### src/rtl/bridge_pkg.sv
package bridge_pkg;

   typedef enum logic [2:0] {
      ST_IDLE    = 3'd0,
      ST_AWW     = 3'd1,
      ST_WAIT_W  = 3'd2,
      ST_WAIT_AW = 3'd3,
      ST_B       = 3'd4,
      ST_AR      = 3'd5,
      ST_R       = 3'd6
   } br_state_e;

   localparam logic [1:0] RESP_OKAY   = 2'b00;
   localparam logic [1:0] RESP_EXOKAY = 2'b01;
   localparam logic [1:0] RESP_SLVERR = 2'b10;
   localparam logic [1:0] RESP_DECERR = 2'b11;

   localparam logic [1:0] BURST_INCR  = 2'b01;

   function automatic logic resp_is_err(input logic [1:0] code);
      return (code == RESP_SLVERR) || (code == RESP_DECERR);
   endfunction

endpackage

### src/rtl/bridge_lanes.sv
module bridge_lanes #(
   parameter int APB_DW    = 32,
   parameter int AXI_DW    = 64,
   parameter bit REPLICATE = 1'b1,
   localparam int LANES     = AXI_DW / APB_DW,
   localparam int APB_BYTES = APB_DW / 8,
   localparam int AXI_BYTES = AXI_DW / 8,
   localparam int IDX_W     = (LANES > 1) ? $clog2(LANES) : 1
) (
   input  logic [IDX_W-1:0]     word_sel,
   input  logic [APB_DW-1:0]    apb_wdata,
   input  logic [AXI_DW-1:0]    axi_rdata,
   output logic [AXI_DW-1:0]    axi_wdata,
   output logic [AXI_BYTES-1:0] axi_wstrb,
   output logic [APB_DW-1:0]    apb_rdata
);

   if ((APB_DW % 8) != 0 || APB_DW < 8) begin : g_bad_apb_w
      $error("bridge_lanes: APB_DW must be a whole number of bytes");
   end
   if (AXI_DW < APB_DW || (AXI_DW % APB_DW) != 0) begin : g_bad_ratio
      $error("bridge_lanes: AXI_DW must be a multiple of APB_DW");
   end
   if ((LANES & (LANES - 1)) != 0) begin : g_bad_lanes
      $error("bridge_lanes: lane count must be a power of two");
   end

   for (genvar gi = 0; gi < LANES; gi++) begin : g_lane
      logic hit;
      assign hit = (word_sel == IDX_W'(gi));
      assign axi_wstrb[gi*APB_BYTES +: APB_BYTES] = hit ? {APB_BYTES{1'b1}} : {APB_BYTES{1'b0}};
      if (REPLICATE) begin : g_copy
         assign axi_wdata[gi*APB_DW +: APB_DW] = apb_wdata;
      end else begin : g_zero
         assign axi_wdata[gi*APB_DW +: APB_DW] = hit ? apb_wdata : {APB_DW{1'b0}};
      end
   end

   always_comb begin
      apb_rdata = '0;
      for (int i = 0; i < LANES; i++) begin
         if (word_sel == IDX_W'(i)) begin
            apb_rdata = axi_rdata[i*APB_DW +: APB_DW];
         end
      end
   end

endmodule

### src/rtl/bridge_seq.sv
module bridge_seq
   import bridge_pkg::*;
(
   input  logic clk,
   input  logic rst_n,
   input  logic start,
   input  logic start_wr,
   input  logic awready,
   input  logic wready,
   input  logic bvalid,
   input  logic arready,
   input  logic rvalid,
   output logic load,
   output logic awvalid,
   output logic wvalid,
   output logic arvalid,
   output logic done,
   output logic rd_phase
);

   br_state_e st, nxt;

   always_ff @(posedge clk or negedge rst_n) begin
      if (!rst_n) begin
         st <= ST_IDLE;
      end else begin
         st <= nxt;
      end
   end

   always_comb begin
      nxt = st;
      unique case (st)
         ST_IDLE: begin
            if (start) nxt = start_wr ? ST_AWW : ST_AR;
         end
         ST_AWW: begin
            if (awready && wready) nxt = ST_B;
            else if (awready)      nxt = ST_WAIT_W;
            else if (wready)       nxt = ST_WAIT_AW;
         end
         ST_WAIT_W:  if (wready)  nxt = ST_B;
         ST_WAIT_AW: if (awready) nxt = ST_B;
         ST_B:       if (bvalid)  nxt = ST_IDLE;
         ST_AR:      if (arready) nxt = ST_R;
         ST_R:       if (rvalid)  nxt = ST_IDLE;
         default:    nxt = ST_IDLE;
      endcase
   end

   assign load     = (st == ST_IDLE) && start;
   assign awvalid  = (st == ST_AWW) || (st == ST_WAIT_AW);
   assign wvalid   = (st == ST_AWW) || (st == ST_WAIT_W);
   assign arvalid  = (st == ST_AR);
   assign rd_phase = (st == ST_R);
   assign done     = ((st == ST_B) && bvalid) || ((st == ST_R) && rvalid);

   // each VALID holds until its READY
   a_r5_aw_hold: assert property (@(posedge clk) disable iff (!rst_n)
      awvalid && !awready |=> awvalid);
   a_r5_w_hold: assert property (@(posedge clk) disable iff (!rst_n)
      wvalid && !wready |=> wvalid);
   // a write opens with both channels valid at once
   a_r5_pair_open: assert property (@(posedge clk) disable iff (!rst_n)
      $rose(awvalid) |-> wvalid);
   // address held, and no completion in the ARREADY cycle
   a_r6_ar_hold: assert property (@(posedge clk) disable iff (!rst_n)
      arvalid && !arready |=> arvalid);
   a_r6_no_early_done: assert property (@(posedge clk) disable iff (!rst_n)
      arvalid && arready |-> !done);
   // requests only follow an access phase
   a_r9_start_gate: assert property (@(posedge clk) disable iff (!rst_n)
      ($rose(awvalid) || $rose(arvalid)) |-> $past(start));

endmodule

### src/rtl/apb_axi_narrow_bridge.sv
module apb_axi_narrow_bridge
   import bridge_pkg::*;
#(
   parameter int ADDR_W          = 32,
   parameter int APB_DW          = 32,
   parameter int AXI_DW          = 64,
   parameter int ID_W            = 4,
   parameter bit REPLICATE_WDATA = 1'b1,
   localparam int AXI_BYTES = AXI_DW / 8
) (
   input  logic                 clk,
   input  logic                 rst_n,
   input  logic                 psel,
   input  logic                 penable,
   input  logic                 pwrite,
   input  logic [ADDR_W-1:0]    paddr,
   input  logic [APB_DW-1:0]    pwdata,
   output logic [APB_DW-1:0]    prdata,
   output logic                 pready,
   output logic                 pslverr,
   output logic [ID_W-1:0]      awid,
   output logic [ADDR_W-1:0]    awaddr,
   output logic [7:0]           awlen,
   output logic [2:0]           awsize,
   output logic [1:0]           awburst,
   output logic                 awvalid,
   input  logic                 awready,
   output logic [AXI_DW-1:0]    wdata,
   output logic [AXI_BYTES-1:0] wstrb,
   output logic                 wlast,
   output logic                 wvalid,
   input  logic                 wready,
   input  logic [1:0]           bresp,
   input  logic                 bvalid,
   output logic                 bready,
   output logic [ID_W-1:0]      arid,
   output logic [ADDR_W-1:0]    araddr,
   output logic [7:0]           arlen,
   output logic [2:0]           arsize,
   output logic [1:0]           arburst,
   output logic                 arvalid,
   input  logic                 arready,
   input  logic [AXI_DW-1:0]    rdata,
   input  logic [1:0]           rresp,
   input  logic                 rvalid,
   output logic                 rready
);

   localparam int APB_BYTES = APB_DW / 8;
   localparam int LANES     = AXI_DW / APB_DW;
   localparam int SIZE_CODE = $clog2(APB_BYTES);
   localparam int SEL_LSB   = SIZE_CODE;
   localparam int IDX_W     = (LANES > 1) ? $clog2(LANES) : 1;

   if (ID_W < 1) begin : g_bad_id
      $error("apb_axi_narrow_bridge: ID_W must be at least 1");
   end
   if (ADDR_W < SEL_LSB + IDX_W) begin : g_bad_addr
      $error("apb_axi_narrow_bridge: ADDR_W too narrow for lane select");
   end

   logic              load, done, rd_phase;
   logic [ADDR_W-1:0] req_addr;
   logic [APB_DW-1:0] req_wdata;
   logic [IDX_W-1:0]  word_sel;
   logic [APB_DW-1:0] lane_rdata;

   bridge_seq u_seq (
      .clk      (clk),
      .rst_n    (rst_n),
      .start    (psel && penable),
      .start_wr (pwrite),
      .awready  (awready),
      .wready   (wready),
      .bvalid   (bvalid),
      .arready  (arready),
      .rvalid   (rvalid),
      .load     (load),
      .awvalid  (awvalid),
      .wvalid   (wvalid),
      .arvalid  (arvalid),
      .done     (done),
      .rd_phase (rd_phase)
   );

   always_ff @(posedge clk or negedge rst_n) begin
      if (!rst_n) begin
         req_addr  <= '0;
         req_wdata <= '0;
      end else if (load) begin
         req_addr  <= paddr;
         req_wdata <= pwdata;
      end
   end

   if (LANES > 1) begin : g_multi_lane
      assign word_sel = req_addr[SEL_LSB +: IDX_W];
   end else begin : g_single_lane
      assign word_sel = '0;
   end

   bridge_lanes #(
      .APB_DW    (APB_DW),
      .AXI_DW    (AXI_DW),
      .REPLICATE (REPLICATE_WDATA)
   ) u_lanes (
      .word_sel  (word_sel),
      .apb_wdata (req_wdata),
      .axi_rdata (rdata),
      .axi_wdata (wdata),
      .axi_wstrb (wstrb),
      .apb_rdata (lane_rdata)
   );

   assign awid    = '0;
   assign awaddr  = req_addr;
   assign awlen   = 8'd0;
   assign awsize  = 3'(SIZE_CODE);
   assign awburst = BURST_INCR;
   assign wlast   = 1'b1;
   assign bready  = 1'b1;

   assign arid    = '0;
   assign araddr  = req_addr;
   assign arlen   = 8'd0;
   assign arsize  = 3'(SIZE_CODE);
   assign arburst = BURST_INCR;
   assign rready  = 1'b1;

   assign pready  = done;
   assign prdata  = (done && rd_phase) ? lane_rdata : '0;
   assign pslverr = done && (rd_phase ? resp_is_err(rresp) : resp_is_err(bresp));

   // payload stable while stalled
   a_r5_aw_payload: assert property (@(posedge clk) disable iff (!rst_n)
      awvalid && !awready |=> $stable(awaddr));
   a_r5_w_payload: assert property (@(posedge clk) disable iff (!rst_n)
      wvalid && !wready |=> $stable(wdata) && $stable(wstrb));
   // read address stable while stalled
   a_r6_ar_payload: assert property (@(posedge clk) disable iff (!rst_n)
      arvalid && !arready |=> $stable(araddr));
   // exactly one word's worth of strobes on a write beat
   a_r3_strobe_count: assert property (@(posedge clk) disable iff (!rst_n)
      wvalid |-> $countones(wstrb) == APB_BYTES);
   // read and write requests never overlap
   a_r1_one_at_a_time: assert property (@(posedge clk) disable iff (!rst_n)
      !(arvalid && (awvalid || wvalid)));
   // completion is a single-cycle pulse
   a_r7_ready_pulse: assert property (@(posedge clk) disable iff (!rst_n)
      pready |=> !pready);

endmodule

### config.mk
export PLATFORM = sky130hd
export DESIGN_NAME = apb_axi_narrow_bridge
export DESIGN_NICKNAME = d
export VERILOG_FILES = /design/src/rtl/bridge_pkg.sv /design/src/rtl/bridge_lanes.sv /design/src/rtl/bridge_seq.sv /design/src/rtl/apb_axi_narrow_bridge.sv
export SDC_FILE = /design/constraint.sdc
export NUM_CORES = 1
export LEC_CHECK = 0
export BUFFER_PORTS_ARGS = -buffer_cell sky130_fd_sc_hd__buf_4
export CAP_MARGIN = 10
export CORE_AREA = 10 10 130 132
export CTS_BUF_LIST = sky130_fd_sc_hd__clkbuf_16
export DETAILED_ROUTE_END_ITERATION = 6
export DIE_AREA = 0 0 140 142
export GPL_TIMING_DRIVEN = 0
export HOLD_SLACK_MARGIN = 0.12
export SLEW_MARGIN = 25
export SYNTH_ARGS = -nofsm -noshare
export SYNTH_HDL_FRONTEND = slang
export SYNTH_SLANG_ARGS = --single-unit
### constraint.sdc
create_clock -name clk -period 4.3 [get_ports clk]
set_input_delay 0.645 -clock clk [delete_from_list [all_inputs] [get_ports clk]]
set_output_delay 0.645 -clock clk [all_outputs]
set_load 0.1 [all_outputs]
==> results.tsv, run 1 <==
metric	value	unit
drtIter0Drc	120	
use_met1	0.1685	
post_synth_num_cell_types	28	
row_count	44	
period_share	0.6686	
cts_setup_buffers	0	
grt_max_degree	68	
grt_usage	0.1563	
cp-end-kind	output port	
gp_congestion	0.8790	
use_met2	0.2737	
post-route-min-period	2875	ps
finalClockSkew	3.225	ps
drv_cap	0	
status	completed	
worst_ep_required_time	3650	ps
tns	0	ps
multi_input_area	1699	µm²
drive_above_1_share	0.7030	
die_h	142	µm
critical_path_buf_inv_count	3	
n_fill_cell	1327	
nets	861	
tightest_slew	853.3	ps
ys_ff_latch	67	
dr.pass1.iters	4	
cts_buffer_depth	2	
crit_chain	buf_2 > buf_1 > mux2i_1 > nor2_1 > buf_4	
path_clk_slew	60	ps
yosysSeqAreaShare	0.4006	
cpPeakStageDelay	550	ps
ios	352	
rsz0062_at_grt	no	
grt_use_met3	0.07176	
htree_levels	3	
clk_latency	330	ps
seqCellArea	1677	µm²
antenna_found_initial	0	
grt_pass1_vias	4024	
io_buffers	312	
antenna_left	0	
areaGrowthSynthToFinish	72.20	%
coreArea	14310	µm²
die_area	19880	µm²
hold_class	input pin to async pin	
syn_area	4185	µm²
drc	0	
ys.warnings.count	0	
cts.sinks	67	
setup_viol	0	
wire_per_inst	18.34	µm
dp_hpwl	14.28	mm
tritoncts	built	
gr-total-overflow	0	
initial_core_util	0.2924	
max_freq	347.8	MHz
max_slew_margin	0.4311	
cts_buffers	9	
vias_per_cell	4.117	
slowest_stage	buf_1	
routed_wl	16.65	mm
startpoint_type	register	
hold_viol_final	0	
cts_hold_repair.buffers	0	
syn_area_per_cell	11.59	µm²
dieWidth	140	µm
critPathTopFamily	buffers and inverters	
final-max-slew-violation-count	0	
crit_fanout	10	
grt_pass1_wl	24.52	mm
via_count	3738	
worstSetupPathType	register to output port	
crit_arrival	2230	ps
netlist_instances	361	
n_antenna_cell	0	
post_cts_resized	0	
cts_root_buf	clkbuf_16	
top_usage_layer	met2	
## kinds of logic after synthesis
| family | count (synthesis) | synth area share |
|---|---|---|
| muxes | 99 | 0.3002 |
| and+or+nand+nor | 50 | 0.05142 |
| buffers and inverters | 129 | 0.2248 |
| DFF | 67 | 0.4006 |
| xor gates and xnor gates | 1 | 0.002093 |
| AOI/OAI and AO/OA | 13 | 0.01913 |
| other | 2 | 0.001794 |
## routing by layer
metal | wire length, µm | share of wire
met1 | 6392 | 0.38
met2 | 8415 | 0.51
met3 | 1703 | 0.10
met4 | 138 | 0.0083
met5 | 0 | 0
## flip-flops by register name, summed over array words and instances, names as in the netlist
register   count
araddr        32
req_wdata     32
u_seq.st       3
## final timing paths
path | from | to | slack [ps] | cells past startpoint
setup / recovery | araddr[2]$_DFFE_PN0P_ | prdata[6] | 1420 | 5
hold / removal | rst_n | req_wdata[21]$_DFFE_PN0P_ | 430 | 1
setup reg to reg | u_seq.st[1]$_DFFE_PN0P_ | req_wdata[28]$_DFFE_PN0P_ | 2450 | 4
hold reg to reg | req_wdata[8]$_DFFE_PN0P_ | req_wdata[8]$_DFFE_PN0P_ | 530 | 1
max in group asynchronous | rst_n | araddr[7]$_DFFE_PN0P_ | 3320 | 1
min in group clk | req_wdata[8]$_DFFE_PN0P_ | req_wdata[8]$_DFFE_PN0P_ | 530 | 1
## worst reg2reg max path, delay by kind of cell (launching register included)
kind / cells / cell delay (ps)
buffers and inverters: 2 / 380
AND/OR/NAND/NOR: 1 / 620
flip-flops: 1 / 430
multiplexers: 1 / 310
## synthesized netlist by cell type
cell	count	area share
a211oi_1	1	0.0018
a21oi_1	4	0.0048
buf_1	4	0.0036
buf_2	2	0.0024
buf_4	109	0.20
buf_6	6	0.016
clkbuf_1	5	0.0045
conb_1	2	0.0018
dfrtp_1	67	0.40
inv_1	3	0.0027
mux2_2	16	0.043
mux2_4	49	0.18
mux2i_1	34	0.081
nand2_1	5	0.0045
nand2b_1	4	0.0060
nand3_1	1	0.0012
nand3b_1	1	0.0018
nand4b_1	1	0.0021
nor2_1	35	0.031
nor2b_1	1	0.0015
nor3_1	1	0.0012
o211ai_1	1	0.0018
o21ai_0	3	0.0036
o221ai_1	1	0.0021
o22ai_1	2	0.0030
o2bb2ai_1	1	0.0021
or4_1	1	0.0018
xnor2_1	1	0.0021
## through the flow
stage | utilization | area (µm²) | hold slack (ps) | cells | setup WS [ps]
global route | 0.5035 | 7207 | 503.5 | 908 | 1216
global placement | 0.4813 | 6889 | 521.8 | 892 | 1769
detailed placement | 0.4813 | 6889 | 522.6 | 892 | 1723
finish | 0.5035 | 7207 | 427.0 | 908 | 1425
floorplan | - | 4317 | 349.4 | 396 | 797.4
CTS | 0.5035 | 7207 | 453.1 | 908 | 1351
## cell usage in the layout (no fill, tap or decap), types with 2 or more instances in the layout
master      synthesis  layout
nand2b_1            4       4
bufinv_16           0       2
dfrtp_1            67      67
clkbuf_16           0       9
o21ai_0             3       3
buf_4             109     421
buf_2               2       2
nand2_1             5       5
clkinvlp_4          0       2
buf_6               6       6
mux2_4             49      49
mux2_2             16      16
buf_1               4       4
mux2i_1            34      34
nor2_1             35      35
inv_1               3       3
conb_1              2      37
clkbuf_1            5       5
a21oi_1             4       4
o22ai_1             2       2
## cell type report
class / count / area share
timing repair buffer: 312 / 0.3250
inverter: 3 / 0.001563
buffer: 126 / 0.1290
tap: 184 / 0.03194
sequential: 67 / 0.2326
clock inverter: 7 / 0.01285
multi-input combinational: 200 / 0.2358
clock buffer: 9 / 0.03125
Power of run 1 is not shown: default switching activity piles up to over one toggle a cycle in this logic, so the estimate is an artifact.
==> run 2, diff against run 1 <==
--- a/config.mk
+++ b/config.mk
@@ -7,12 +7,13 @@
 export LEC_CHECK = 0
 export BUFFER_PORTS_ARGS = -buffer_cell sky130_fd_sc_hd__buf_4
 export CAP_MARGIN = 10
-export CORE_AREA = 10 10 130 132
+export CORE_AREA = 10 10 128 130
 export CTS_BUF_LIST = sky130_fd_sc_hd__clkbuf_16
 export DETAILED_ROUTE_END_ITERATION = 6
-export DIE_AREA = 0 0 140 142
+export DIE_AREA = 0 0 138 140
 export GPL_TIMING_DRIVEN = 0
 export HOLD_SLACK_MARGIN = 0.12
+export PLACE_DENSITY = 0.66
 export SLEW_MARGIN = 25
 export SYNTH_ARGS = -nofsm -noshare
 export SYNTH_HDL_FRONTEND = slang
==> constraint.sdc (replaced) <==
create_clock -name clk -period 2.67 [get_ports clk]
set_input_delay 0.4005 -clock clk [delete_from_list [all_inputs] [get_ports clk]]
set_output_delay 0.4005 -clock clk [all_outputs]
set_load 0.1 [all_outputs]
==> run 2 against run 1 <==
Compared with the run above: utilization rose by 2.9 points; register-to-register slack got worse by 1500 ps; routed wire length fell by 4.8%; flip-flop and latch count did not move; critical path depth did not move; via count fell by 1.4%; cell count fell by 0.33%; sequential share of layout area fell by 0.39 points; final area rose by 1.7%; die area fell by 2.8%; worst hold slack got worse by 250 ps; count of clock-buffer cells in the layout did not move; critical path type unchanged; largest cell class unchanged; highest routed layer unchanged.
==> results.tsv, run 2 (same netlist as run 1, synthesis figures left out) <==
metric	value	unit	change
wire_per_inst	17.52	µm	was 18.34 µm
via_count	3684		was 3738
hold_viol_final	0		unchanged
grt_usage	0.1508		was 0.1563
nets	862		was 861
vias_per_cell	4.071		was 4.117
worst_ep_required_time	2270	ps	was 3650 ps
design_area	7331	µm²	was 7207 µm²
crit_fanout	10		unchanged
cts_buffer_depth	2		unchanged
die_h	140	µm	was 142 µm
areaGrowthSynthToFinish	75.16	%	was 72.20%
htree_levels	3		unchanged
finalClockSkew	6.584	ps	was 3.225 ps
period_share	0.9403		
cp.depth	5		unchanged
hold_class	input pin to async pin		unchanged
use_met2	0.2723		was 0.2737
gp_congestion	0.8471		was 0.8790
top_usage_layer	met2		unchanged
cts_hold_repair.buffers	0		unchanged
crit_chain	clkbuf_1 > nand4b_1 > clkbuf_2 > nor2_1 > buf_4		was buf_2 > buf_1 > mux2i_1 > nor2_1 > buf_4
critical_path_buf_inv_count	3		unchanged
grt_pass1_vias	3926		was 4024
setup_viol	0		unchanged
drive_above_1_share	0.7476		was 0.7030
grt_pass1_wl	23.46	mm	was 24.52 mm
post-route-min-period	2511	ps	
drtIter0Drc	160		was 120
multi_input_area	1764	µm²	was 1699 µm²
max_freq	398.3	MHz	
cts.sinks	67		unchanged
initial_core_util	0.3039		was 0.2924
critPathTopFamily	buffers and inverters		unchanged
crit_path_start	u_seq.st[0]$_DFFE_PN0P_		was araddr[2]$_DFFE_PN0P_
dp_hpwl	13.54	mm	was 14.28 mm
r2r_setup_slack	910	ps	was 2450 ps
antenna_left	0		unchanged
routed_wl	15.85	mm	was 16.65 mm
r2r_end	req_wdata[26]$_DFFE_PN0P_		was req_wdata[28]$_DFFE_PN0P_
path_clk_slew	60	ps	about the same
tns	0	ps	unchanged
startpoint_type	register		unchanged
slowest_stage	dfrtp_1		was buf_1
grt_use_met3	0.05477		was 0.07176
antenna_found_initial	0		unchanged
n_antenna_cell	0		unchanged
cp-end-kind	output port		unchanged
n_fill_cell	1256		was 1327
seqCellArea	1677	µm²	unchanged
crit_path_end	prdata[2]		was prdata[6]
timing.rr.start	u_seq.st[2]$_DFFE_PN0P_		was u_seq.st[1]$_DFFE_PN0P_
tightest_slew	820.5	ps	was 853.3 ps
placed_cells	888		was 892
ios	352		unchanged
max_slew_margin	0.4530		was 0.4311
dieWidth	138	µm	was 140 µm
tritoncts	built		unchanged
cts_buffers	9		unchanged
worstSetupPathType	register to output port		unchanged
io_buffers	312		unchanged
final_common_cell	buf_4		unchanged
rsz0062_at_grt	no		unchanged
cts_root_buf	clkbuf_16		unchanged
reg2regPathDepth	4		unchanged
gr-total-overflow	0		unchanged
mostFrequentLayoutCells	422 x buf_4, 67 x dfrtp_1, 49 x mux2_4		was 421 x buf_4, 67 x dfrtp_1, 49 x mux2_4
coreArea	13770	µm²	was 14310 µm²
drc	0		unchanged
die_area	19320	µm²	was 19880 µm²
dpl_cell_area	6949	µm²	was 6889 µm²
fin_cells	905		was 908
drv_cap	0		unchanged
cpPeakStageDelay	390	ps	was 550 ps
dr.pass1.iters	4		unchanged
use_met1	0.1636		was 0.1685
grt_max_degree	68		unchanged
clk_latency	320	ps	was 330 ps
crit_arrival	2110	ps	was 2230 ps
row_count	43		was 44
final-max-slew-violation-count	0		unchanged
status	completed		unchanged
-- run 2: cell types whose count changed in the layout (fill, tap and decap cells not counted), sizes merged --
cell      change
inv           +1
clkinv        -1
bufinv        +2
buf           -1
clkbuf        +2
clkinvlp      -2
-- run 2: timing repair --
item,4_1_cts,5_1_grt
endpoints found under the hold margin,0,0
resized for setup,3,4
setup buffers,0,1
setup endpoints to repair,10,24
-- run 2: cell type report --
type,count,area share
Tap cell,180,0.03072
Sequential cell,67,0.2287
Clock buffer,9,0.03072
Inverter,3,0.001536
Buffer,126,0.1278
Clock inverter,7,0.01929
Multi-Input combinational cell,200,0.2407
Timing Repair Buffer,313,0.3205
-- run 2: worst min path at each step --
stage,from,end,slack (ps),depth (start not counted)
2_1_floorplan,rst_n,araddr[0]$_DFFE_PN0P_,100,0
5_1_grt,rst_n,req_wdata[22]$_DFFE_PN0P_,240,1
3_5_place_dp,req_wdata[29]$_DFFE_PN0P_,req_wdata[29]$_DFFE_PN0P_,520,1
4_1_cts,rst_n,araddr[12]$_DFFE_PN0P_,210,1
6_report,rst_n,req_wdata[18]$_DFFE_PN0P_,170,1
3_3_place_gp,req_wdata[28]$_DFFE_PN0P_,req_wdata[28]$_DFFE_PN0P_,520,1
-- run 2: stage by stage --
| step | hold slack (ps) | util | worst slack (ps) |
|---|---|---|---|
| floorplan | 104.9 | - | -173.8 |
| finish | 172.8 | 0.5322 | 159.5 |
| detailed placement | 524.3 | 0.5045 | 285.5 |
| global placement | 519.8 | 0.5045 | 330.2 |
| global route | 239.0 | 0.5322 | 26.10 |
| CTS | 211.8 | 0.5314 | 0.02043 |
-- run 2: routing by layer --
metal / part of all wire / up-vias
met2: 0.54 / 162
met4: 0.010 / 0
met5: 0 / -
met3: 0.073 / 12
li1: - / 1778
met1: 0.38 / 1732
-- run 2: worst register-to-register path, stage by stage, from the launching register on --
cell     delay, ps
dfrtp_1        410
or4_1          570
buf_6          190
buf_6          170
mux2_4         310
Power of run 2 is left out for the same reason.
==> run 3, diff against run 2 <==
--- a/config.mk
+++ b/config.mk
@@ -7,13 +7,12 @@
 export LEC_CHECK = 0
 export BUFFER_PORTS_ARGS = -buffer_cell sky130_fd_sc_hd__buf_4
 export CAP_MARGIN = 10
-export CORE_AREA = 10 10 128 130
+export CORE_AREA = 10 10 130 132
 export CTS_BUF_LIST = sky130_fd_sc_hd__clkbuf_16
 export DETAILED_ROUTE_END_ITERATION = 6
-export DIE_AREA = 0 0 138 140
+export DIE_AREA = 0 0 140 142
 export GPL_TIMING_DRIVEN = 0
 export HOLD_SLACK_MARGIN = 0.12
-export PLACE_DENSITY = 0.66
 export SLEW_MARGIN = 25
 export SYNTH_ARGS = -nofsm -noshare
 export SYNTH_HDL_FRONTEND = slang
==> constraint.sdc (replaced) <==
create_clock -name clk -period 3.17 [get_ports clk]
set_input_delay 0.4755 -clock clk [delete_from_list [all_inputs] [get_ports clk]]
set_output_delay 0.4755 -clock clk [all_outputs]
set_load 0.1 [all_outputs]
==> run 3 against run 2 <==
Compared with the run above: flip-flop and latch count unchanged; global-route usage down 0.080 points; first-iteration DRC count down 25%; routed wire length up 1.1%; via count up 0.41%; critical path type unchanged; largest cell class unchanged.
==> results.tsv, run 3 (same netlist as run 1, synthesis figures left out) <==
metric	value	unit	change
n_fill_cell	1332		was 1256
die_area	19880	µm²	was 19320 µm²
worst_ep_required_time	2690	ps	was 2270 ps
grt_pass1_wl	23.69	mm	was 23.46 mm
dp_hpwl	13.87	mm	was 13.54 mm
use_met1	0.1536		was 0.1636
drtIter0Drc	120		was 160
worst_slack	476.3	ps	was 159.5 ps
cts_root_buf	clkbuf_16		unchanged
crit_arrival	2220	ps	was 2110 ps
finalClockSkew	6.516	ps	was 6.584 ps
cts_hold_repair.buffers	0		unchanged
placed_cells	892		was 888
io_buffers	312		unchanged
tns	0	ps	unchanged
hold_viol_final	0		unchanged
dr.pass1.iters	4		unchanged
mostFrequentLayoutCells	421 x buf_4, 67 x dfrtp_1, 49 x mux2_4		was 422 x buf_4, 67 x dfrtp_1, 49 x mux2_4
worstSetupPathType	register to output port		unchanged
max_slew_margin	0.4471		was 0.4530
vias_per_cell	4.074		was 4.071
wire_per_inst	17.65	µm	was 17.52 µm
crit_path_start	araddr[2]$_DFFE_PN0P_		was u_seq.st[0]$_DFFE_PN0P_
path_clk_slew	60	ps	about the same
cts_buffer_depth	2		unchanged
r2r_setup_slack	1350	ps	was 910 ps
gr-total-overflow	0		unchanged
post_cts_resized	0		was 3
reg2regPathDepth	4		unchanged
dieWidth	140	µm	was 138 µm
grt_max_degree	68		unchanged
top_usage_layer	met2		unchanged
hold_slack	255.6	ps	was 172.8 ps
grt_usage	0.1500		was 0.1508
place_worst_setup_slack	797.0	ps	was 285.5 ps
fin_cells	908		was 905
startpoint_type	register		unchanged
clk_latency	330	ps	was 320 ps
htree_levels	3		unchanged
final-max-slew-violation-count	0		unchanged
max_freq	371.2	MHz	
antenna_found_initial	0		unchanged
hold_class	input pin to async pin		unchanged
gp_congestion	0.8175		was 0.8471
row_count	44		was 43
tightest_slew	829.3	ps	was 820.5 ps
drive_above_1_share	0.7017		was 0.7476
areaGrowthSynthToFinish	71.42	%	was 75.16%
period_share	0.8498		
routed_wl	16.03	mm	was 15.85 mm
tritoncts	built		unchanged
crit_fanout	10		unchanged
timing.rr.start	u_seq.st[2]$_DFFE_PN0P_		unchanged
grt_pass1_vias	4090		was 3926
drc	0		unchanged
cts.sinks	67		unchanged
n_antenna_cell	0		unchanged
ios	352		unchanged
rsz0062_at_grt	no		unchanged
grt_use_met3	0.06509		was 0.05477
status	completed		unchanged
cp-end-kind	output port		unchanged
cts_buffers	9		unchanged
antenna_left	0		unchanged
use_met2	0.2727		was 0.2723
drv_cap	0		unchanged
nets	861		was 862
cts_setup_buffers	0		unchanged
initial_core_util	0.2924		was 0.3039
via_count	3699		was 3684
coreArea	14310	µm²	was 13770 µm²
die_h	142	µm	was 140 µm
post-route-min-period	2694	ps	
setup_viol	0		unchanged
final_common_cell	buf_4		unchanged
-- run 3: cell types whose count changed in the layout (fill, tap and decap cells not counted), moves of 2 or more --
cell,delta
buf_1,+3
bufinv_16,-3
clkbuf_1,+3
clkbuf_2,-5
clkinv_2,+3
clkinv_4,-2
nor2_1,+26
nor2_2,-26
-- run 3: layout make-up --
type / count / area, µm² / share of cell area
Tap cell: 184 / 230.2 / 0.03209
Sequential cell: 67 / 1677 / 0.2337
Timing Repair Buffer: 312 / 2342 / 0.3265
Inverter: 3 / 11.26 / 0.001570
Multi-Input combinational cell: 200 / 1699 / 0.2368
Clock inverter: 7 / 60.06 / 0.008371
Buffer: 126 / 929.6 / 0.1296
Clock buffer: 9 / 225.2 / 0.03139
-- run 3: per-stage QoR --
stage / util / area, µm²
finish: 0.5012 / 7174
CTS: 0.5012 / 7174
global placement: 0.4813 / 6889
floorplan: - / 4317
global route: 0.5012 / 7174
detailed placement: 0.4813 / 6889
-- run 3: layer usage --
layer  part of all wire  vias to the layer above  wire [µm]
met4              0.010                        0        164
met1               0.37                     1694       5872
met5                  0                        -          0
met3               0.10                       14       1673
li1                   -                     1764          -
met2               0.52                      227       8320
-- run 3: critical path: stages (launching register included) --
cell and delay (ps):
dfrtp_1 460, buf_2 250, buf_1 550, mux2i_1 180, nor2_1 140, buf_4 310
-- run 3: worst paths after layout --
| check | to |
|---|---|
| max in group asynchronous | araddr[7]$_DFFE_PN0P_ |
| hold / removal | req_wdata[23]$_DFFE_PN0P_ |
| setup / recovery | prdata[10] |
| setup reg to reg | araddr[7]$_DFFE_PN0P_ |
| min in group clk | araddr[2]$_DFFE_PN0P_ |
| hold reg to reg | req_wdata[1]$_DFFE_PN0P_ |
Power of run 3 is left out for the same reason.
